<file path="src/rtl/dpx_pkg.sv">
package dpx_pkg;
  localparam int PAGE_WORDS = 10;
  localparam int NUM_PAGES  = 10;
  localparam int MEM_LIMIT  = PAGE_WORDS * NUM_PAGES;

  typedef enum logic [1:0] {
    ST_IDLE   = 2'd0,
    ST_LOOKUP = 2'd1,
    ST_WAIT   = 2'd2,
    ST_FAULT  = 2'd3
  } dpx_state_e;
endpackage

</file>
<file path="src/rtl/dpx_rst_sync.sv">
module dpx_rst_sync (
  input  logic clk,
  input  logic arst_n,
  output logic srst_n
);
  logic [1:0] sync_q;

  always_ff @(posedge clk or negedge arst_n) begin
    if (!arst_n) sync_q <= 2'b00;
    else         sync_q <= {sync_q[0], 1'b1};
  end

  assign srst_n = sync_q[1];
endmodule

</file>
<file path="src/rtl/dpx_digit_split.sv">
module dpx_digit_split
  import dpx_pkg::*;
#(
  parameter int ADDR_W = 7
) (
  input  logic [ADDR_W-1:0] addr,
  output logic [3:0]        tens,
  output logic [3:0]        units,
  output logic              in_range
);
  localparam logic [ADDR_W-1:0] LIMIT = ADDR_W'(MEM_LIMIT);
  localparam logic [ADDR_W-1:0] TEN   = ADDR_W'(PAGE_WORDS);

  always_comb begin
    in_range = (addr < LIMIT);
    tens     = 4'(addr / TEN);
    units    = 4'(addr % TEN);
  end
endmodule

</file>
<file path="src/rtl/dpx_entry_check.sv">
module dpx_entry_check
  import dpx_pkg::*;
#(
  parameter int DATA_W = 16,
  parameter int ADDR_W = 7
) (
  input  logic [DATA_W-1:0] entry,
  output logic              swapped,
  output logic              malformed,
  output logic [ADDR_W-1:0] frame_base
);
  localparam logic [DATA_W-1:0] TOP_BASE = DATA_W'(MEM_LIMIT - PAGE_WORDS);
  localparam logic [DATA_W-1:0] TEN      = DATA_W'(PAGE_WORDS);

  always_comb begin
    swapped    = entry[DATA_W-1];
    malformed  = !swapped && ((entry > TOP_BASE) || ((entry % TEN) != '0));
    frame_base = entry[ADDR_W-1:0];
  end
endmodule

</file>
<file path="src/rtl/dpx_victim_ring.sv">
module dpx_victim_ring
  import dpx_pkg::*;
#(
  parameter int N_FRAMES    = 3,
  parameter int FIRST_FRAME = 7,
  parameter int ADDR_W      = 7
) (
  input  logic              clk,
  input  logic              rst_n,
  input  logic              advance,
  output logic [ADDR_W-1:0] victim_base
);
  localparam int IDX_W = (N_FRAMES > 1) ? $clog2(N_FRAMES) : 1;
  localparam logic [IDX_W-1:0] LAST_IDX = IDX_W'(N_FRAMES - 1);

  logic [IDX_W-1:0] idx_q, idx_d;

  always_comb begin
    idx_d = idx_q;
    if (advance) idx_d = (idx_q == LAST_IDX) ? '0 : idx_q + 1'b1;
  end

  always_ff @(posedge clk or negedge rst_n) begin
    if (!rst_n)       idx_q <= '0;
    else if (advance) idx_q <= idx_d;
  end

  assign victim_base = ADDR_W'((FIRST_FRAME + int'(idx_q)) * PAGE_WORDS);


  ring_bound_chk: assert property (@(posedge clk) disable iff (!rst_n)
    idx_q <= LAST_IDX);

  ring_step_chk: assert property (@(posedge clk) disable iff (!rst_n)
    advance |=> (victim_base != $past(victim_base)));
endmodule

</file>
<file path="src/rtl/dec_page_xlate.sv">
module dec_page_xlate
  import dpx_pkg::*;
#(
  parameter int ADDR_W      = 7,
  parameter int DATA_W      = 16,
  parameter int PID_W       = 2,
  parameter int MAP_SLOTS   = 8,
  parameter int N_FRAMES    = 3,
  parameter int FIRST_FRAME = 7,
  parameter logic [(2**PID_W)*ADDR_W-1:0] MAP_BASE_TBL =
    {7'd60, 7'd50, 7'd40, 7'd0}
) (
  input  logic              clk,
  input  logic              rst_n,
  input  logic              req_valid,
  output logic              req_ready,
  input  logic [ADDR_W-1:0] req_addr,
  input  logic              req_user,
  input  logic [PID_W-1:0]  req_pid,
  output logic              mem_rd_en,
  output logic [ADDR_W-1:0] mem_rd_addr,
  input  logic [DATA_W-1:0] mem_rd_data,
  input  logic              fault_done,
  output logic              rsp_valid,
  output logic [ADDR_W-1:0] rsp_paddr,
  output logic              rsp_fault,
  output logic [3:0]        rsp_vpage,
  output logic [ADDR_W-1:0] rsp_victim,
  output logic              rsp_err
);
  localparam logic [3:0] MAP_LIMIT = 4'(MAP_SLOTS);

  logic srst_n;
  dpx_rst_sync u_rst (.clk(clk), .arst_n(rst_n), .srst_n(srst_n));

  // address digits
  logic [3:0] in_tens, in_units;
  logic       in_range;
  dpx_digit_split #(.ADDR_W(ADDR_W)) u_split (
    .addr(req_addr), .tens(in_tens), .units(in_units), .in_range(in_range)
  );

  // map entry check
  logic              ent_swapped, ent_bad;
  logic [ADDR_W-1:0] ent_base;
  dpx_entry_check #(.DATA_W(DATA_W), .ADDR_W(ADDR_W)) u_check (
    .entry(mem_rd_data), .swapped(ent_swapped), .malformed(ent_bad),
    .frame_base(ent_base)
  );

  // oldest-frame tracker
  logic              ring_adv;
  logic [ADDR_W-1:0] oldest_base;
  dpx_victim_ring #(.N_FRAMES(N_FRAMES), .FIRST_FRAME(FIRST_FRAME),
                    .ADDR_W(ADDR_W)) u_ring (
    .clk(clk), .rst_n(srst_n), .advance(ring_adv), .victim_base(oldest_base)
  );

  dpx_state_e        state_q, state_d;
  logic [3:0]        vpage_q, units_q;
  logic [PID_W-1:0]  pid_q;
  logic              ctx_load;

  logic              rsp_load;
  logic [ADDR_W-1:0] paddr_d;
  logic              fault_d, err_d;
  logic [3:0]        vpage_d;
  logic [ADDR_W-1:0] victim_d;

  logic              accept;
  logic [ADDR_W-1:0] map_base;

  assign req_ready = (state_q == ST_IDLE);
  assign accept    = req_valid && req_ready;
  assign map_base  = MAP_BASE_TBL[pid_q*ADDR_W +: ADDR_W];

  // next-state and response selection
  always_comb begin
    state_d     = state_q;
    ctx_load    = 1'b0;
    rsp_load    = 1'b0;
    paddr_d     = '0;
    fault_d     = 1'b0;
    err_d       = 1'b0;
    vpage_d     = '0;
    victim_d    = '0;
    ring_adv    = 1'b0;
    mem_rd_en   = 1'b0;
    mem_rd_addr = '0;
    unique case (state_q)
      ST_IDLE: begin
        if (accept) begin
          if (!in_range) begin
            rsp_load = 1'b1;
            err_d    = 1'b1;
          end else if (!req_user) begin
            rsp_load = 1'b1;
            paddr_d  = req_addr;
          end else if ((in_tens >= MAP_LIMIT) || (req_pid == '0)) begin
            rsp_load = 1'b1;
            err_d    = 1'b1;
          end else begin
            ctx_load = 1'b1;
            state_d  = ST_LOOKUP;
          end
        end
      end
      ST_LOOKUP: begin
        mem_rd_en   = 1'b1;
        mem_rd_addr = map_base + ADDR_W'(vpage_q);
        state_d     = ST_WAIT;
      end
      ST_WAIT: begin
        rsp_load = 1'b1;
        if (ent_swapped) begin
          fault_d  = 1'b1;
          vpage_d  = vpage_q;
          victim_d = oldest_base;
          state_d  = ST_FAULT;
        end else if (ent_bad) begin
          err_d   = 1'b1;
          state_d = ST_IDLE;
        end else begin
          paddr_d = ent_base + ADDR_W'(units_q);
          state_d = ST_IDLE;
        end
      end
      ST_FAULT: begin
        if (fault_done) begin
          ring_adv = 1'b1;
          state_d  = ST_LOOKUP;
        end
      end
      default: state_d = ST_IDLE;
    endcase
  end

  // registers
  always_ff @(posedge clk or negedge srst_n) begin
    if (!srst_n) begin
      state_q   <= ST_IDLE;
      rsp_valid <= 1'b0;
    end else begin
      state_q   <= state_d;
      rsp_valid <= rsp_load;
    end
  end

  always_ff @(posedge clk or negedge srst_n) begin
    if (!srst_n) begin
      vpage_q <= '0;
      units_q <= '0;
      pid_q   <= '0;
    end else if (ctx_load) begin
      vpage_q <= in_tens;
      units_q <= in_units;
      pid_q   <= req_pid;
    end
  end

  always_ff @(posedge clk or negedge srst_n) begin
    if (!srst_n) begin
      rsp_paddr  <= '0;
      rsp_fault  <= 1'b0;
      rsp_err    <= 1'b0;
      rsp_vpage  <= '0;
      rsp_victim <= '0;
    end else if (rsp_load) begin
      rsp_paddr  <= paddr_d;
      rsp_fault  <= fault_d;
      rsp_err    <= err_d;
      rsp_vpage  <= vpage_d;
      rsp_victim <= victim_d;
    end
  end


  kern_pass_chk: assert property (@(posedge clk) disable iff (!srst_n)
    (accept && !req_user && in_range) |=>
      (rsp_valid && !rsp_err && !rsp_fault && rsp_paddr == $past(req_addr)));

  single_rsp_chk: assert property (@(posedge clk) disable iff (!srst_n)
    rsp_valid |=> !rsp_valid);

  single_read_chk: assert property (@(posedge clk) disable iff (!srst_n)
    mem_rd_en |=> !mem_rd_en);

  fault_hold_chk: assert property (@(posedge clk) disable iff (!srst_n)
    (rsp_valid && rsp_fault && !$past(fault_done)) |-> !req_ready);

  range_err_chk: assert property (@(posedge clk) disable iff (!srst_n)
    (accept && !in_range) |=> (rsp_valid && rsp_err));
endmodule

</file>
<file path="config.mk">
export PLATFORM = sky130hd
export DESIGN_NAME = dec_page_xlate
export DESIGN_NICKNAME = d
export VERILOG_FILES = /design/src/rtl/dpx_pkg.sv /design/src/rtl/dpx_rst_sync.sv /design/src/rtl/dpx_digit_split.sv /design/src/rtl/dpx_entry_check.sv /design/src/rtl/dpx_victim_ring.sv /design/src/rtl/dec_page_xlate.sv
export SDC_FILE = /design/constraint.sdc
export NUM_CORES = 1
export LEC_CHECK = 0
export ABC_AREA = 1
export BUFFER_PORTS_ARGS = -buffer_cell sky130_fd_sc_hd__buf_2
export CELL_PAD_IN_SITES_DETAIL_PLACEMENT = 1
export CELL_PAD_IN_SITES_GLOBAL_PLACEMENT = 1
export CORE_MARGIN = 3
export CORE_UTILIZATION = 40
export DETAILED_ROUTE_END_ITERATION = 8
export PLACE_DENSITY_LB_ADDON = 0.1
export SYNTH_ARGS = -nofsm -noshare
export SYNTH_HDL_FRONTEND = slang
export SYNTH_SLANG_ARGS = --single-unit
export TNS_END_PERCENT = 100
</file>
<file path="constraint.sdc">
create_clock -name clk -period 2 [get_ports clk]
set_input_delay 0.3 -clock clk [delete_from_list [all_inputs] [get_ports clk]]
set_output_delay 0.3 -clock clk [all_outputs]
set_load 0.02 [all_outputs]
</file>
-- Yosys cells after proc, flatten, opt, wreduce, memory -nomap -nowiden
Index checks and enable logic that the tools add are counted.
- shift-type cells: 1
- divide/modulo/power cells: 3
- reduce and logical (&&, ||, !) cells: 9
- muxes and demuxes: 40
- eq/ne operators: 9
- multipliers: 2
- $add $sub $neg: 4
- magnitude comparators: 3
- operator list (operator ; count):
    $mux W7 ; 8
    $mul A32 B4 Y6 const B ; 1
    $shiftx A28 B6 Y7 const A ; 1
    $mux W1 ; 19
    $gt A16 B7 Y1 const B ; 1
    $mod A16 B4 Y16 const B ; 1
    $reduce_bool A16 Y1 ; 1
    $add A7 B4 Y7 ; 2
    $mux W2 ; 7
    $pmux W7 S2 ; 1
    $mux W4 ; 2
    $pmux W2 S4 ; 1
    $div A7 B4 Y7 const B ; 1
    $lt A7 B7 Y1 const B ; 1
    $mod A7 B4 Y7 const B ; 1
    $eq A2 B2 Y1 const B ; 3
    $ne A2 B1 Y1 const B ; 3
    $mul A2 B3 Y5 const B ; 1
    $reduce_and A5 Y1 ; 1
    $add A3 B2 Y4 const A ; 1
    $ge A4 B4 Y1 const B ; 1
    $logic_not A2 Y1 ; 2
    $ne A2 B2 Y1 const B ; 2
    $pmux W1 S2 ; 2
    5 further kinds ; 7
- register bits after elaboration: 37
- input port bits: 30
- word-level logic and storage cells: 83
- output and inout bits: 30

-- Depth between registers and ports, before layout
- depth after elaboration: 8
- mapped depth: 59
- gate-level depth less buffers: 59

-- By module
From an unflattened synthesis, not the netlist that was laid out.
- cells, all modules: 572
- area total of the unflattened synthesis: 3848.7 um^2
- modules (own cells, without submodules) (module ; cells each ; times used ; area an instance (um^2) ; seq. area each (um^2)):
    dec_page_xlate ; 234 ; 1 ; 1936.9 ; 825.8
    dpx_entry_check ; 247 ; 1 ; 1328.8 ; 0.0
    dpx_digit_split ; 67 ; 1 ; 360.3 ; 0.0
    dpx_victim_ring ; 21 ; 1 ; 168.9 ; 50.0
    dpx_rst_sync ; 3 ; 1 ; 53.8 ; 50.0

-- Worst setup path before layout
Ideal clock, no wire load.
- kind: input-to-reg
- start point: in mem_rd_data[14]
- end point: reg rsp_paddr[3]
- path slack: -2.355 ns
- required time: 1.927 ns
- stages on the path: 53
- path buffers: 0
- data arrival time: 4.282 ns
- library setup time: 0.073 ns
- cell sequence: a21oi_1 -> o21bai_2 -> nand2_1 -> nand2_1 -> o21ai_1 -> inv_2 -> nand2_2 -> nand2_1 -> nand2_2 -> nand2_4 -> nand2_2 -> nand2_1 -> o21ai_2 -> nand2_2 -> nand2_2 -> nand2_2 -> nand3_2 -> nand2_1 -> [17 not listed] -> nand3_1 -> nand2_2 -> nand2_2 -> nand2_4 -> nand2_4 -> o21ai_2 -> inv_2 -> nand2_2 -> nand2_1 -> nand2_2 -> inv_2 -> nand2_1 -> nand2_2 -> nand2_1 -> nand2_2 -> nor2_4 -> nand3_1 -> a21oi_2
- longest elaborated chain between the ends: 7
- elaborated cells between the ends (all ways): 8
- those cells by class: 1 x div; 1 x order compare; 3 x mux; 3 x reduce/logical
- ends and longest elaborated chain (element ; RTL line ; source):
    from (decl) ; dec_page_xlate.sv:22 ; input logic [DATA_W-1:0] mem_rd_data,
    $mod A16 B4 Y16 ; dpx_entry_check.sv:17 ; malformed = !swapped && ((entry > TOP_BASE) || ((entry % TEN) != '0));
    $reduce_bool A16 Y1 ; dpx_entry_check.sv:17 ;
    $logic_or A1 B1 Y1 (*) ; dpx_entry_check.sv:17 ;
    $logic_and A1 B1 Y1 (*) ; dpx_entry_check.sv:17 ;
    $mux W7 (*) ; dec_page_xlate.sv:120 ; end else if (ent_bad) begin
    $mux W7 (*) ; dec_page_xlate.sv:115 ; if (ent_swapped) begin
    $pmux W7 S2 (*) ; dec_page_xlate.sv:90 ; unique case (state_q)
    to (signal assigned) ; dec_page_xlate.sv:169 ; rsp_paddr <= paddr_d;
    to (decl) ; dec_page_xlate.sv:25 ; output logic [ADDR_W-1:0] rsp_paddr,
Mark *: on every way between the ends. The rest lies on a longest branch, timed or not.
A chain may end at the register's enable or synchronous reset.

-- Final worst setup path
- start point: in mem_rd_data[13]
- end point: reg rsp_err
- longest elaborated chain between the ends: 7
- elaborated cells between the ends (all ways): 8
- those cells by class: 1 x div; 1 x order compare; 3 x mux; 3 x reduce/logical
- ends and longest elaborated chain (element ; RTL line ; source):
    $mod A16 B4 Y16 ; dpx_entry_check.sv:17 ;
    $reduce_bool A16 Y1 ; dpx_entry_check.sv:17 ;
    $logic_or A1 B1 Y1 (*) ; dpx_entry_check.sv:17 ;
    $logic_and A1 B1 Y1 (*) ; dpx_entry_check.sv:17 ;
    $mux W1 (*) ; dec_page_xlate.sv:120 ;
    $mux W1 (*) ; dec_page_xlate.sv:115 ;
    $pmux W1 S2 (*) ; dec_page_xlate.sv:90 ;
    to (signal assigned) ; dec_page_xlate.sv:171 ; rsp_err <= err_d;
    to (decl) ; dec_page_xlate.sv:29 ; output logic rsp_err
Marks and branches as above.

==> flow_summary.html <==
<table>
<tr><th>Metric</th><th>Value</th></tr>
<tr><th colspan="2">Layout</th></tr>
<tr><td>Ant diodes</td><td>0</td></tr>
<tr><td>Net count, final</td><td>693</td></tr>
<tr><td>Layout cell share with drive strength beyond 1</td><td>52.4%</td></tr>
<tr><td>Post-route core utilization</td><td>between 60% and 70%</td></tr>
<tr><td>P&amp;R area growth vs syn</td><td>59.5%</td></tr>
<tr><th colspan="2">Floorplanning</th></tr>
<tr><td>Starting utilization of the core area</td><td>42.2%</td></tr>
<tr><td>Core outline area</td><td>0.00793 sq mm</td></tr>
<tr><td>Cell row count</td><td>32</td></tr>
<tr><td>Overall die height</td><td>97.4 um</td></tr>
<tr><td>Die outline area</td><td>0.00949 sq mm</td></tr>
<tr><td>Number of I/O pins</td><td>60</td></tr>
<tr><td>Horizontal die dimension</td><td>97.4 um</td></tr>
<tr><th colspan="2">Job</th></tr>
<tr><td>Number of max-cap violations</td><td>0</td></tr>
<tr><th colspan="2">CTS</th></tr>
<tr><td>Clock input transition at the sequential cells of the worst setup and hold paths</td><td>0.09 ns</td></tr>
<tr><td>Root Buffer</td><td>sky130_fd_sc_hd__clkbuf_8</td></tr>
<tr><td>Worst-Skew Late Latency</td><td>0.31 ns</td></tr>
<tr><td>Max clock buf depth</td><td>2</td></tr>
<tr><td>Clock sink count</td><td>36</td></tr>
<tr><td>Clock buffer count from CTS</td><td>5</td></tr>
<tr><td>Clock tree from TritonCTS</td><td>yes</td></tr>
<tr><td>Total number of H-tree levels</td><td>2</td></tr>
<tr><th colspan="2">Timing</th></tr>
<tr><td>Slew headroom</td><td>54.0%</td></tr>
<tr><td>Setup repair after global routing missed its margin</td><td>yes</td></tr>
<tr><td>Endpoints failing hold</td><td>0</td></tr>
<tr><td>Fmax achieved</td><td>approximately 180 MHz</td></tr>
<tr><td>Total of endpoints with negative setup slack in the final report</td><td>19</td></tr>
<tr><td>Worst clock skew</td><td>0.0163 ns</td></tr>
<tr><td>Final setup slack of the worst path</td><td>-3.66 ns</td></tr>
<tr><td>Worst hold slack after final layout</td><td>0.285 ns</td></tr>
<tr><td>Least-Margin Pin Slew</td><td>0.688 ns</td></tr>
<tr><td>Final cycle utilization of the critical path</td><td>283%</td></tr>
<tr><td>Total count of max-transition violations in the final report</td><td>0</td></tr>
<tr><td>Minimum period implied by the final worst setup slack</td><td>between 5 and 6 ns</td></tr>
<tr><th colspan="2">Yosys</th></tr>
<tr><td>Compound-gate portion of the synthesized area</td><td>14.6%</td></tr>
<tr><td>Syn_nets</td><td>530</td></tr>
<tr><td>Proportion of netlist area held by the largest area contributor</td><td>26.9%</td></tr>
<tr><td>Largest family of logic cells by synthesized area</td><td>simple AND/OR/NAND/NOR gates</td></tr>
<tr><td>Xor/xnor cell area share of the yosys netlist</td><td>2.36%</td></tr>
<tr><td>Synth Register Bits</td><td>36</td></tr>
<tr><td>Most frequent cell after synthesis</td><td>sky130_fd_sc_hd__nand2_1</td></tr>
<tr><td>Cell area after technology mapping</td><td>approximately 0.0033 sq mm</td></tr>
<tr><td>Proportion of synthesized area in mux cells</td><td>0.636%</td></tr>
<tr><td>Proportion of register bits with asynchronous set or reset after synthesis</td><td>100%</td></tr>
<tr><td>Number of instances in the synthesized netlist</td><td>481</td></tr>
<tr><td>Primary flip-flop cell chosen by synthesis mapping</td><td>sky130_fd_sc_hd__dfrtp_1</td></tr>
<tr><td>Yosys synthesis warning count</td><td>0</td></tr>
<tr><td>Most area-hungry cell type in the Yosys netlist</td><td>sky130_fd_sc_hd__dfrtp_1</td></tr>
<tr><td>Post-synthesis share of cell area spent on full adders, half adders and majority gates</td><td>7.56%</td></tr>
<tr><td>Post-synthesis sequential area ratio</td><td>26.9%</td></tr>
<tr><td>Most common library cells after synthesis</td><td>105 x sky130_fd_sc_hd__nand2_1, 64 x sky130_fd_sc_hd__inv_1, 46 x sky130_fd_sc_hd__nand3_1</td></tr>
<tr><td>Avg Synthesized Cell Area</td><td>about 7 sq um</td></tr>
<tr><td>Count of different cell masters after synthesis</td><td>41</td></tr>
<tr><td>Basic-gate share of the synthesized area counting and, or, nand and nor cells</td><td>38.1%</td></tr>
<tr><td>Top post-synthesis cells by area</td><td>sky130_fd_sc_hd__dfrtp_1 27%, sky130_fd_sc_hd__nand2_1 12%, sky130_fd_sc_hd__inv_1 7.2%</td></tr>
<tr><td>Count of flip-flops with a built-in enable after synthesis</td><td>0</td></tr>
<tr><th colspan="2">Route</th></tr>
<tr><td>WL/cell</td><td>23.8 um</td></tr>
<tr><td>Number of violations reported at the end of detailed-routing iteration 0</td><td>a little over 200</td></tr>
<tr><td>Remaining antenna violation count after routing</td><td>0</td></tr>
<tr><td>Per-cell via count in the routed design</td><td>5.84</td></tr>
<tr><td>Total Routed Length</td><td>17,800 um</td></tr>
<tr><td>Pre-Repair DR Iteration Count</td><td>5</td></tr>
<tr><td>Vias</td><td>between 4,000 and 5,000</td></tr>
<tr><td>Remaining design rule violation count</td><td>0</td></tr>
<tr><th colspan="2">Critical path</th></tr>
<tr><td>Worst R2R End</td><td>rsp_paddr[4]</td></tr>
<tr><td>CP max stage delay</td><td>0.28 ns</td></tr>
<tr><td>Register-to-register setup slack</td><td>-0.38 ns</td></tr>
<tr><td>Crit-path max FO</td><td>6</td></tr>
<tr><td>Critical Path Start Type</td><td>input pin</td></tr>
<tr><td>Critical path data required time</td><td>2.15 ns</td></tr>
<tr><td>Worst R2R Start</td><td>units_q[0]</td></tr>
<tr><td>Kind of end point of the critical path</td><td>register</td></tr>
<tr><td>Cells on worst reg2reg path</td><td>12</td></tr>
<tr><td>Class of the most critical setup path</td><td>in -&gt; reg</td></tr>
<tr><td>Slowest cell on the critical path</td><td>sky130_fd_sc_hd__o21ai_1</td></tr>
<tr><td>Arrival time at the worst endpoint</td><td>5.81 ns</td></tr>
<tr><td>Source of the critical timing path</td><td>mem_rd_data[13]</td></tr>
<tr><th colspan="2">Global routing</th></tr>
<tr><td>GRT Overall Usage</td><td>26.3%</td></tr>
<tr><td>Largest net degree at the start of global routing</td><td>35</td></tr>
<tr><td>Global-route wire length before repair</td><td>21,000 um</td></tr>
<tr><td>Total grt overflow</td><td>0</td></tr>
<tr><td>Antenna violations before repair</td><td>0</td></tr>
<tr><td>Via count of the first global-routing pass</td><td>4,384</td></tr>
<tr><th colspan="2">Min path</th></tr>
<tr><td>Classification of the worst-slack hold path</td><td>in -&gt; reg</td></tr>
<tr><td>Min-delay src</td><td>req_pid[0]</td></tr>
<tr><td>Instance count along the most critical hold path</td><td>3</td></tr>
<tr><td>Hold Path End</td><td>pid_q[0]</td></tr>
<tr><th colspan="2">Placed design</th></tr>
<tr><td># port buffers</td><td>58</td></tr>
<tr><td>Weighted congestion at the end of routability-driven global placement</td><td>0.817</td></tr>
<tr><td>Hpwl dp</td><td>about 8600 um</td></tr>
<tr><td>Dpl ws</td><td>-3.22 ns</td></tr>
<tr><th colspan="2">Status</th></tr>
<tr><td>Failing checks</td><td>negative setup slack</td></tr>
<tr><td>Result of the run</td><td>finished, violations left</td></tr>
<tr><th colspan="2">Power and ir drop</th></tr>
<tr><td>Worst IR drop on VDD</td><td>0.000703 V</td></tr>
<tr><td>Power per cell area</td><td>1600 mW/mm^2</td></tr>
<tr><td>Leakage Power</td><td>2.82 nW</td></tr>
</table>
==> per-layer routing <==
metal,share of wire (%),GRT usage [%],wire length [um]
met2,53,50.7,9420
met1,37,30.4,6610
met3,4.3,3.73,757
met5,0,0,0
met4,5.5,5.96,973
==> power breakdown <==
| part | leakage [nW] | switching (mW) | total, mW | internal, mW |
|---|---|---|---|---|
| Sequential | 0.452 | 0.299 | 1.34 | 1.04 |
| Combinational | 2.32 | 4.26 | 6.58 | 2.32 |
| Clock | 0.0516 | 0.322 | 0.605 | 0.283 |
==> repair_timing <==
item                                    in CTS  in global routing
endpoints found under the hold margin        2                  0
gates cloned                                 0                  0
hold buffers                                 1                  0
setup buffers                               15                 16
endpoints found under the setup margin      17                 32
gates resized for setup                     90                 58
pin swaps                                   25                 56
==> cell type report <==
type	instances	area (sq um)
Tap cell	102	128
Timing Repair Buffer	159	1160
Clock inverter	2	13.8
Clock buffer	6	82.6
Fill cell	950	2590
Inverter	82	309
Sequential cell	36	902
Multi-Input combinational cell	360	2740
==> worst max-delay path, delay by kind of cell <==
family / cells / cell delay, ns
buf+inv: 10 / 1.09
simple gates: 37 / 3.49
compound gates: 5 / 0.87
==> metrics by stage <==
stage / instances / TNS [ns] / area, sq um / total power [mW]
after floorplan: 481 / -20.01 / 3460 / 4.58
after CTS: 732 / -23.75 / 5000 / 7.29
final: 747 / -32.46 / 5330 / 8.53
after detailed placement: 708 / -30.53 / 4400 / 6.03
after global placement: 708 / -26.42 / 4400 / 5.76
after global routing: 747 / -35.57 / 5330 / 8.98
==> how the worst max path moves through the flow <==
stage | slack [ns] | endpoint | cells past startpoint
after floorplan | -2.31 | rsp_paddr[4] | 55
after global placement | -2.87 | rsp_err | 47
after detailed placement | -3.22 | rsp_paddr[3] | 49
after CTS | -2.75 | rsp_paddr[3] | 56
after global routing | -3.93 | rsp_err | 51
final | -3.66 | rsp_err | 52
==> flip-flops by register name (all words and copies together) (netlist names) <==
| name | cells |
|---|---|
| pid_q | 2 |
| rsp_valid | 1 |
| state_q | 2 |
| rsp_vpage | 4 |
| u_ring.idx_q | 2 |
| vpage_q | 4 |
| rsp_fault | 1 |
| u_rst.sync_q | 2 |
| rsp_victim | 6 |
| rsp_paddr | 7 |
| rsp_err | 1 |
| units_q | 4 |
==> cell families after synthesis <==
group / after synthesis
buffers and inverters: 85
muxes: 2
other: 2
xor gates and xnor gates: 9
AOI/OAI and AO/OA: 79
adders and majority gates: 19
and+or+nand+nor: 249
DFF: 36
==> placed cells by master, fill, tap and decap left out, types with 14 or more instances in the layout <==
cell type                 instances
sky130_fd_sc_hd__nand2_1         79
sky130_fd_sc_hd__inv_2           26
sky130_fd_sc_hd__a21oi_2         16
sky130_fd_sc_hd__buf_2           47
sky130_fd_sc_hd__nand2_2         30
sky130_fd_sc_hd__nor2_1          20
sky130_fd_sc_hd__nand2_4         33
sky130_fd_sc_hd__buf_4           96
sky130_fd_sc_hd__nand3_2         16
sky130_fd_sc_hd__nand3_1         30
sky130_fd_sc_hd__a21oi_1         14
sky130_fd_sc_hd__inv_1           53
sky130_fd_sc_hd__dfrtp_1         35
Note: power is estimated with default switching activity, not from simulation.
